<file path="src/rtl/eag_pkg.sv">
package eag_pkg;

    localparam int ADDR_W = 16;
    localparam int DATA_W = 8;
    localparam int HI_W   = ADDR_W - DATA_W;

    localparam logic [ADDR_W-1:0] A_ONE = 1;
    localparam logic [DATA_W-1:0] D_ONE = 1;

    typedef enum logic [3:0] {
        AM_ZPG = 4'd0,
        AM_ZPX = 4'd1,
        AM_ZPY = 4'd2,
        AM_ABS = 4'd3,
        AM_ABX = 4'd4,
        AM_ABY = 4'd5,
        AM_IDX = 4'd6,
        AM_IDY = 4'd7,
        AM_IND = 4'd8,
        AM_REL = 4'd9
    } am_e;

    typedef enum logic [2:0] {
        ST_IDLE,
        ST_OP0,
        ST_OP1,
        ST_PLO,
        ST_PHI,
        ST_DONE
    } st_e;

    typedef struct packed {
        st_e               st;
        am_e               mode;
        logic              pen;
        logic              taken;
        logic [ADDR_W-1:0] pc;
        logic [DATA_W-1:0] x;
        logic [DATA_W-1:0] y;
        logic [DATA_W-1:0] lo;
        logic [ADDR_W-1:0] ptr;
        logic [ADDR_W-1:0] ea;
        logic [1:0]        cost;
    } eag_state_t;

endpackage

</file>
<file path="src/rtl/eag_index_add.sv">
module eag_index_add #(
    parameter int AW = 16,
    parameter int DW = 8
) (
    input  logic [AW-1:0] base_i,
    input  logic [DW-1:0] idx_i,
    output logic [AW-1:0] sum_o,
    output logic          cross_o
);
    localparam int PAD_W = AW - DW;

    logic [DW:0] low_sum;

    // carry out of the low byte marks a page crossing
    assign low_sum = {1'b0, base_i[DW-1:0]} + {1'b0, idx_i};
    assign cross_o = low_sum[DW];
    assign sum_o   = base_i + {{PAD_W{1'b0}}, idx_i};
endmodule

</file>
<file path="src/rtl/eag_branch_calc.sv">
module eag_branch_calc #(
    parameter int AW = 16,
    parameter int DW = 8
) (
    input  logic [AW-1:0] pc_next_i,
    input  logic [DW-1:0] offset_i,
    input  logic          taken_i,
    output logic [AW-1:0] target_o,
    output logic [1:0]    cost_o
);
    localparam int PAD_W = AW - DW;

    logic same_page;

    assign target_o  = pc_next_i + {{PAD_W{offset_i[DW-1]}}, offset_i};
    assign same_page = (target_o[AW-1:DW] == pc_next_i[AW-1:DW]);

    always_comb begin
        if (!taken_i)      cost_o = 2'd0;
        else if (same_page) cost_o = 2'd1;
        else               cost_o = 2'd2;
    end
endmodule

</file>
<file path="src/rtl/eag_unit.sv">
module eag_unit
    import eag_pkg::*;
(
    input  logic              clk_i,
    input  logic              rst_ni,
    input  logic              start_i,
    input  logic [3:0]        mode_i,
    input  logic              pen_en_i,
    input  logic              taken_i,
    input  logic [ADDR_W-1:0] pc_i,
    input  logic [DATA_W-1:0] x_i,
    input  logic [DATA_W-1:0] y_i,
    output logic              mem_rd_o,
    output logic [ADDR_W-1:0] mem_addr_o,
    input  logic [DATA_W-1:0] mem_rdata_i,
    output logic              busy_o,
    output logic              done_o,
    output logic [ADDR_W-1:0] ea_o,
    output logic [ADDR_W-1:0] pc_o,
    output logic [1:0]        penalty_o
);
    localparam logic [HI_W-1:0] PAGE0 = '0;

    eag_state_t q, d;

    logic [ADDR_W-1:0] pc_inc;
    logic [ADDR_W-1:0] idx_sum;
    logic              idx_cross;
    logic [DATA_W-1:0] idx_val;
    logic [ADDR_W-1:0] br_target;
    logic [1:0]        br_cost;
    logic [ADDR_W-1:0] ptr_next;

    // signals exposed to the bound checker
    am_e  cur_mode;
    logic cur_pen;

    assign pc_inc   = q.pc + A_ONE;
    assign idx_val  = (q.mode == AM_ABX) ? q.x : q.y;
    // pointer increment never carries into the high byte
    assign ptr_next = {q.ptr[ADDR_W-1:DATA_W], q.ptr[DATA_W-1:0] + D_ONE};

    eag_index_add #(.AW(ADDR_W), .DW(DATA_W)) i_index_add (
        .base_i  ({mem_rdata_i, q.lo}),
        .idx_i   (idx_val),
        .sum_o   (idx_sum),
        .cross_o (idx_cross)
    );

    eag_branch_calc #(.AW(ADDR_W), .DW(DATA_W)) i_branch_calc (
        .pc_next_i (pc_inc),
        .offset_i  (mem_rdata_i),
        .taken_i   (q.taken),
        .target_o  (br_target),
        .cost_o    (br_cost)
    );

    always_comb begin
        d          = q;
        mem_rd_o   = 1'b0;
        mem_addr_o = '0;
        unique case (q.st)
            ST_IDLE: begin
                if (start_i) begin
                    d.st    = ST_OP0;
                    d.mode  = am_e'(mode_i);
                    d.pen   = pen_en_i;
                    d.taken = taken_i;
                    d.pc    = pc_i;
                    d.x     = x_i;
                    d.y     = y_i;
                    d.cost  = 2'd0;
                end
            end
            ST_OP0: begin
                mem_rd_o   = 1'b1;
                mem_addr_o = q.pc;
                d.pc       = pc_inc;
                d.lo       = mem_rdata_i;
                d.st       = ST_DONE;
                case (q.mode)
                    AM_ZPG: d.ea = {PAGE0, mem_rdata_i};
                    AM_ZPX: d.ea = {PAGE0, mem_rdata_i + q.x};
                    AM_ZPY: d.ea = {PAGE0, mem_rdata_i + q.y};
                    AM_IDX: begin
                        d.ptr = {PAGE0, mem_rdata_i + q.x};
                        d.st  = ST_PLO;
                    end
                    AM_IDY: begin
                        d.ptr = {PAGE0, mem_rdata_i};
                        d.st  = ST_PLO;
                    end
                    AM_REL: begin
                        d.ea   = br_target;
                        d.cost = br_cost;
                    end
                    default: d.st = ST_OP1;
                endcase
            end
            ST_OP1: begin
                mem_rd_o   = 1'b1;
                mem_addr_o = q.pc;
                d.pc       = pc_inc;
                d.st       = ST_DONE;
                case (q.mode)
                    AM_ABX, AM_ABY: begin
                        d.ea   = idx_sum;
                        d.cost = {1'b0, idx_cross & q.pen};
                    end
                    AM_IND: begin
                        d.ptr = {mem_rdata_i, q.lo};
                        d.st  = ST_PLO;
                    end
                    default: d.ea = {mem_rdata_i, q.lo};
                endcase
            end
            ST_PLO: begin
                mem_rd_o   = 1'b1;
                mem_addr_o = q.ptr;
                d.lo       = mem_rdata_i;
                d.st       = ST_PHI;
            end
            ST_PHI: begin
                mem_rd_o   = 1'b1;
                mem_addr_o = ptr_next;
                d.st       = ST_DONE;
                if (q.mode == AM_IDY) begin
                    d.ea   = idx_sum;
                    d.cost = {1'b0, idx_cross & q.pen};
                end else begin
                    d.ea = {mem_rdata_i, q.lo};
                end
            end
            ST_DONE: d.st = ST_IDLE;
            default: d.st = ST_IDLE;
        endcase
    end

    always_ff @(posedge clk_i or negedge rst_ni) begin
        if (!rst_ni) begin
            q       <= '0;
            q.st    <= ST_IDLE;
            q.mode  <= AM_ZPG;
        end else begin
            q <= d;
        end
    end

    assign busy_o    = (q.st != ST_IDLE);
    assign done_o    = (q.st == ST_DONE);
    assign ea_o      = q.ea;
    assign pc_o      = q.pc;
    assign penalty_o = q.cost;
    assign cur_mode  = q.mode;
    assign cur_pen   = q.pen;
endmodule

</file>
<file path="config.mk">
export PLATFORM = sky130hd
export DESIGN_NAME = eag_unit
export DESIGN_NICKNAME = d
export VERILOG_FILES = /design/src/rtl/eag_pkg.sv /design/src/rtl/eag_index_add.sv /design/src/rtl/eag_branch_calc.sv /design/src/rtl/eag_unit.sv
export SDC_FILE = /design/constraint.sdc
export NUM_CORES = 1
export LEC_CHECK = 0
export ABC_AREA = 1
export BUFFER_PORTS_ARGS = -buffer_cell sky130_fd_sc_hd__buf_2
export CORE_ASPECT_RATIO = 0.9
export CORE_MARGIN = 3
export CORE_UTILIZATION = 50
export CTS_CLUSTER_DIAMETER = 50
export CTS_CLUSTER_SIZE = 24
export DETAILED_ROUTE_END_ITERATION = 8
export GPL_ROUTABILITY_DRIVEN = 0
export HOLD_SLACK_MARGIN = 0.05
export PLACE_DENSITY = 0.72
export RECOVER_POWER = 100
export SLEW_MARGIN = 20
export SYNTH_ARGS = -nofsm -noshare
export SYNTH_HDL_FRONTEND = slang
export SYNTH_HIERARCHICAL = 1
export SYNTH_SLANG_ARGS = --single-unit
</file>
<file path="constraint.sdc">
create_clock -name clk_i -period 3.19 [get_ports clk_i]
set_input_delay 0.319 -clock clk_i [delete_from_list [all_inputs] [get_ports clk_i]]
set_output_delay 0.319 -clock clk_i [all_outputs]
set_load 0.005 [all_outputs]
</file>
==> impl_metrics.env <==
export IMPL_drive_above_1_share_pct=18.07
export IMPL_r2r_setup_slack_ns=0.09
export IMPL_n_antenna_cell=0
export IMPL_dr_total_vias=8351
export IMPL_drv_cap=1
export IMPL_crit_required_ns=3.48
export IMPL_finalPower_mw=10.68
export IMPL_final_cell_mix="nand2_1, inv_1, nand3_1"
export IMPL_synthTopCellsByArea="dfrtp_1, nand2_1, inv_1"
export IMPL_htree_levels=3
export IMPL_reg2reg_depth=20
export IMPL_yosys_area_share_adder_pct=7.242
export IMPL_finalClockSkew_ns=0.01020
export IMPL_fmax_ghz=0.3227
export IMPL_ios=102
export IMPL_die_area_mm2=0.01723
export IMPL_maxSlewViolCount=84
export IMPL_clk_insertion_delay_late_ns=0.36
export IMPL_synth_top_area_share_pct=26.48
export IMPL_setup_violations_final=0
export IMPL_hpwlAfterDp_um=19390
export IMPL_drt_iter0_drc=741
export IMPL_startpoint="pc_o[0]$_DFFE_PN0P_"
export IMPL_cts_buffers=9
export IMPL_worstMarginPinSlew_ns=2.113
export IMPL_synth_top_family_by_area="simple AND/OR/NAND/NOR gates"
export IMPL_final_common_cell="nand2_1"
export IMPL_hold_viol=0
export IMPL_dr_pass1_iters=6
export IMPL_grt_pass1_wl_um=39410
export IMPL_start_util_pct=52.19
export IMPL_p_per_area_mw_per_mm2=1180
export IMPL_crit_buf_inv=2
export IMPL_whs_ns=0.1490
export IMPL_yosys_area_share_simple_pct=35.59
export IMPL_grt_overflow_total=0
export IMPL_place_ws_ns=-0.04375
export IMPL_syn_nets=1314
export IMPL_crit_path_cell_trace="nand3_2 > nor3_4 > buf_4 > xor2_2 > ha_1 > nand2_1 > inv_1 > a21oi_1 > nand2_2 > nand2_1 > nand2_1 > nand2_1 > nand3_1 > nand2_1 > nand2_1 > nor2_1 > nand2_1 > nor2_2 > a32oi_1 > o21ai_1"
export IMPL_final_nets=1404
export IMPL_drtAntennaViolNets=0
export IMPL_grt_max_degree=84
export IMPL_cts_buffer_depth=2
export IMPL_antenna_found_initial=0
export IMPL_startpoint_type="register"
export IMPL_io_buffers=101
export IMPL_layout_min_cycle_time_ns=3.099
export IMPL_timing_rr_end="penalty_o[0]$_DFFE_PN0P_"
export IMPL_cts_tree="yes"
export IMPL_fin_crit_sh_pct=97.13
export IMPL_yosys_warnings=6
export IMPL_leakagePower_nw=5.032
export IMPL_drt_total_wl_um=25060
export IMPL_path_depth=20
export IMPL_clk_pin_slew_ns=0.07
export IMPL_postCtsHoldBufs=0
export IMPL_track_usage_pct=28.47
export IMPL_violations="max-capacitance violations, max-slew violations"
export IMPL_arrival_ns=3.39
export IMPL_synth_compound_area_share_pct=12.14
export IMPL_rsz0062_at_grt="yes"
export IMPL_grt_pass1_vias=7573
export IMPL_cp_endpoint="penalty_o[0]$_DFFE_PN0P_"
export IMPL_relSlewSlack_pct=-40.90
export IMPL_placed_cells=1490
export IMPL_yosys_area_top_type="dfrtp_1"
export IMPL_die_w_um=138.0
export IMPL_finalInstanceArea_mm2=0.009055
export IMPL_crit_path_max_fanout=4
export IMPL_cts_sinks=83
export IMPL_synthesis_area_mm2=0.007844
export IMPL_yosysSeqAreaShare_pct=26.48
export IMPL_setup_ws_ns=0.09144
export IMPL_crit_path_max_incr_delay_ns=0.42
export IMPL_synth_avg_cell_area_um2=6.419
export IMPL_avgRoutedWirePerCell_um=16.54
export IMPL_core_area_mm2=0.01503
export IMPL_r2r_start="pc_o[0]$_DFFE_PN0P_"
export IMPL_cpMaxStageDelayCell="dfrtp_1"
export IMPL_status="finished with violations"
export IMPL_hold_path_class="in -> reg"
export IMPL_vdd_drop_max_v=0.0005304
export IMPL_dpl_cell_area_mm2=0.008421
export IMPL_yosys_area_share_xor_xnor_pct=3.781
export IMPL_areaGrowthSynthToFinish_pct=15.44
export IMPL_synthMuxAreaShare_pct=1.149
export IMPL_layoutNonFillerInstCount=1515
export IMPL_crit_family="simple AND/OR/NAND/NOR gates"
export IMPL_critPathKind="reg -> reg"
export IMPL_cts_root_buffer="clkbuf_16"
export IMPL_rows=42
export IMPL_vias_per_cell=5.512
export IMPL_drc_errors=0
export IMPL_chipHeight_um=124.8
export IMPL_synth_cells=1222
export IMPL_crit_top_cell="nand2_1"
export IMPL_yosysUniqueCellTypes=52
export IMPL_end_kind="register"
export IMPL_synth_seq_cells=83
-- timing repair --
action                                  in CTS  in global routing
resized for setup                            6                 55
pin swaps                                    0                 21
endpoints found under the setup margin       1                  7
buffers inserted                             0                  9
-- routing by layer --
metal / routed length (um) / track usage, % / part of all wire (%) / vias to the layer above
met5: 0 / 0 / 0 / -
met4: 618 / 8.077 / 2.5 / 0
met3: 2795 / 8.637 / 11 / 43
met2: 10550 / 41.07 / 42 / 432
met1: 11100 / 41.12 / 44 / 3837
li1: - / - / - / 4039
-- cell usage after synthesis (all sizes together) --
cell	count
clkinv	1
nand4	7
clkbuf	11
or2	5
o22ai	14
nand3	114
o2111ai	1
dfrtp	83
a22oi	8
nand2	417
a31oi	3
nor2	88
o221ai	3
ha	39
inv	184
a32oi	1
o21bai	2
o21a	1
xnor2	6
a21oi	41
fa	4
o31ai	1
and2	4
buf	46
mux2	8
a21o	1
o21ai	66
nor4	1
o211ai	14
nor3	10
xor2	27
a211oi	1
nand3b	5
a21boi	5
-- worst min-delay path, delay by kind of cell --
family	cells	cell delay (ns)
AND/OR/NAND/NOR	2	0.09
buffers and inverters	1	0.07
-- worst min path at each step --
stage	cells after the start	slack, ns	from	endpoint
floorplan	0	0.02	rst_ni	cur_mode[0]$_DFFE_PN0P_
global placement	2	0.46	ea_o[12]$_DFFE_PN0P_	ea_o[12]$_DFFE_PN0P_
detailed placement	2	0.46	ea_o[9]$_DFFE_PN0P_	ea_o[9]$_DFFE_PN0P_
CTS	3	0.14	taken_i	q[74]$_DFFE_PN0P_
global route	3	0.15	x_i[1]	q[51]$_DFFE_PN0P_
finish	3	0.15	taken_i	q[74]$_DFFE_PN0P_
-- power by group --
part / internal (mW) / switching, mW / total, mW
combinational: 2.71 / 4.73 / 7.44
clock: 0.630 / 0.518 / 1.15
sequential: 1.58 / 0.519 / 2.10
total: 4.92 / 5.77 / 10.7
-- layout make-up --
class                   instances  area, um2
repair buffers                136      759.5
multi-input cells             897       4964
flip-flops and latches         83       2077
fillers                      1454       5974
clock buffers                   9      225.2
clock inverters                 7      87.58
inverters                     185      694.4
well taps                     198      247.7
-- registers in the layout, indices dropped and copies added, names as in the netlist --
signal and cells:
ptr_next 8, ea_o 16, pc_o 16, penalty_o 2
q 36, cur_mode 4, cur_pen 1
-- kinds of logic after synthesis --
group	count (synthesis)
XOR/XNOR	33
multiplexers	8
adder cells (fa/ha/maj)	43
buffers and inverters	242
AO/OA/AOI/OAI	162
flip-flops	83
AND/OR/NAND/NOR	651
-- through the flow --
step | setup TNS (ns) | utilization [%]
after global placement | 0 | 56.03
after floorplan | 0 | -
after CTS | 0 | 58.28
after global routing | -0.2329 | 60.25
final | 0 | 60.25
after detailed placement | -0.04375 | 56.03
Power figures use the tool's default switching activity.
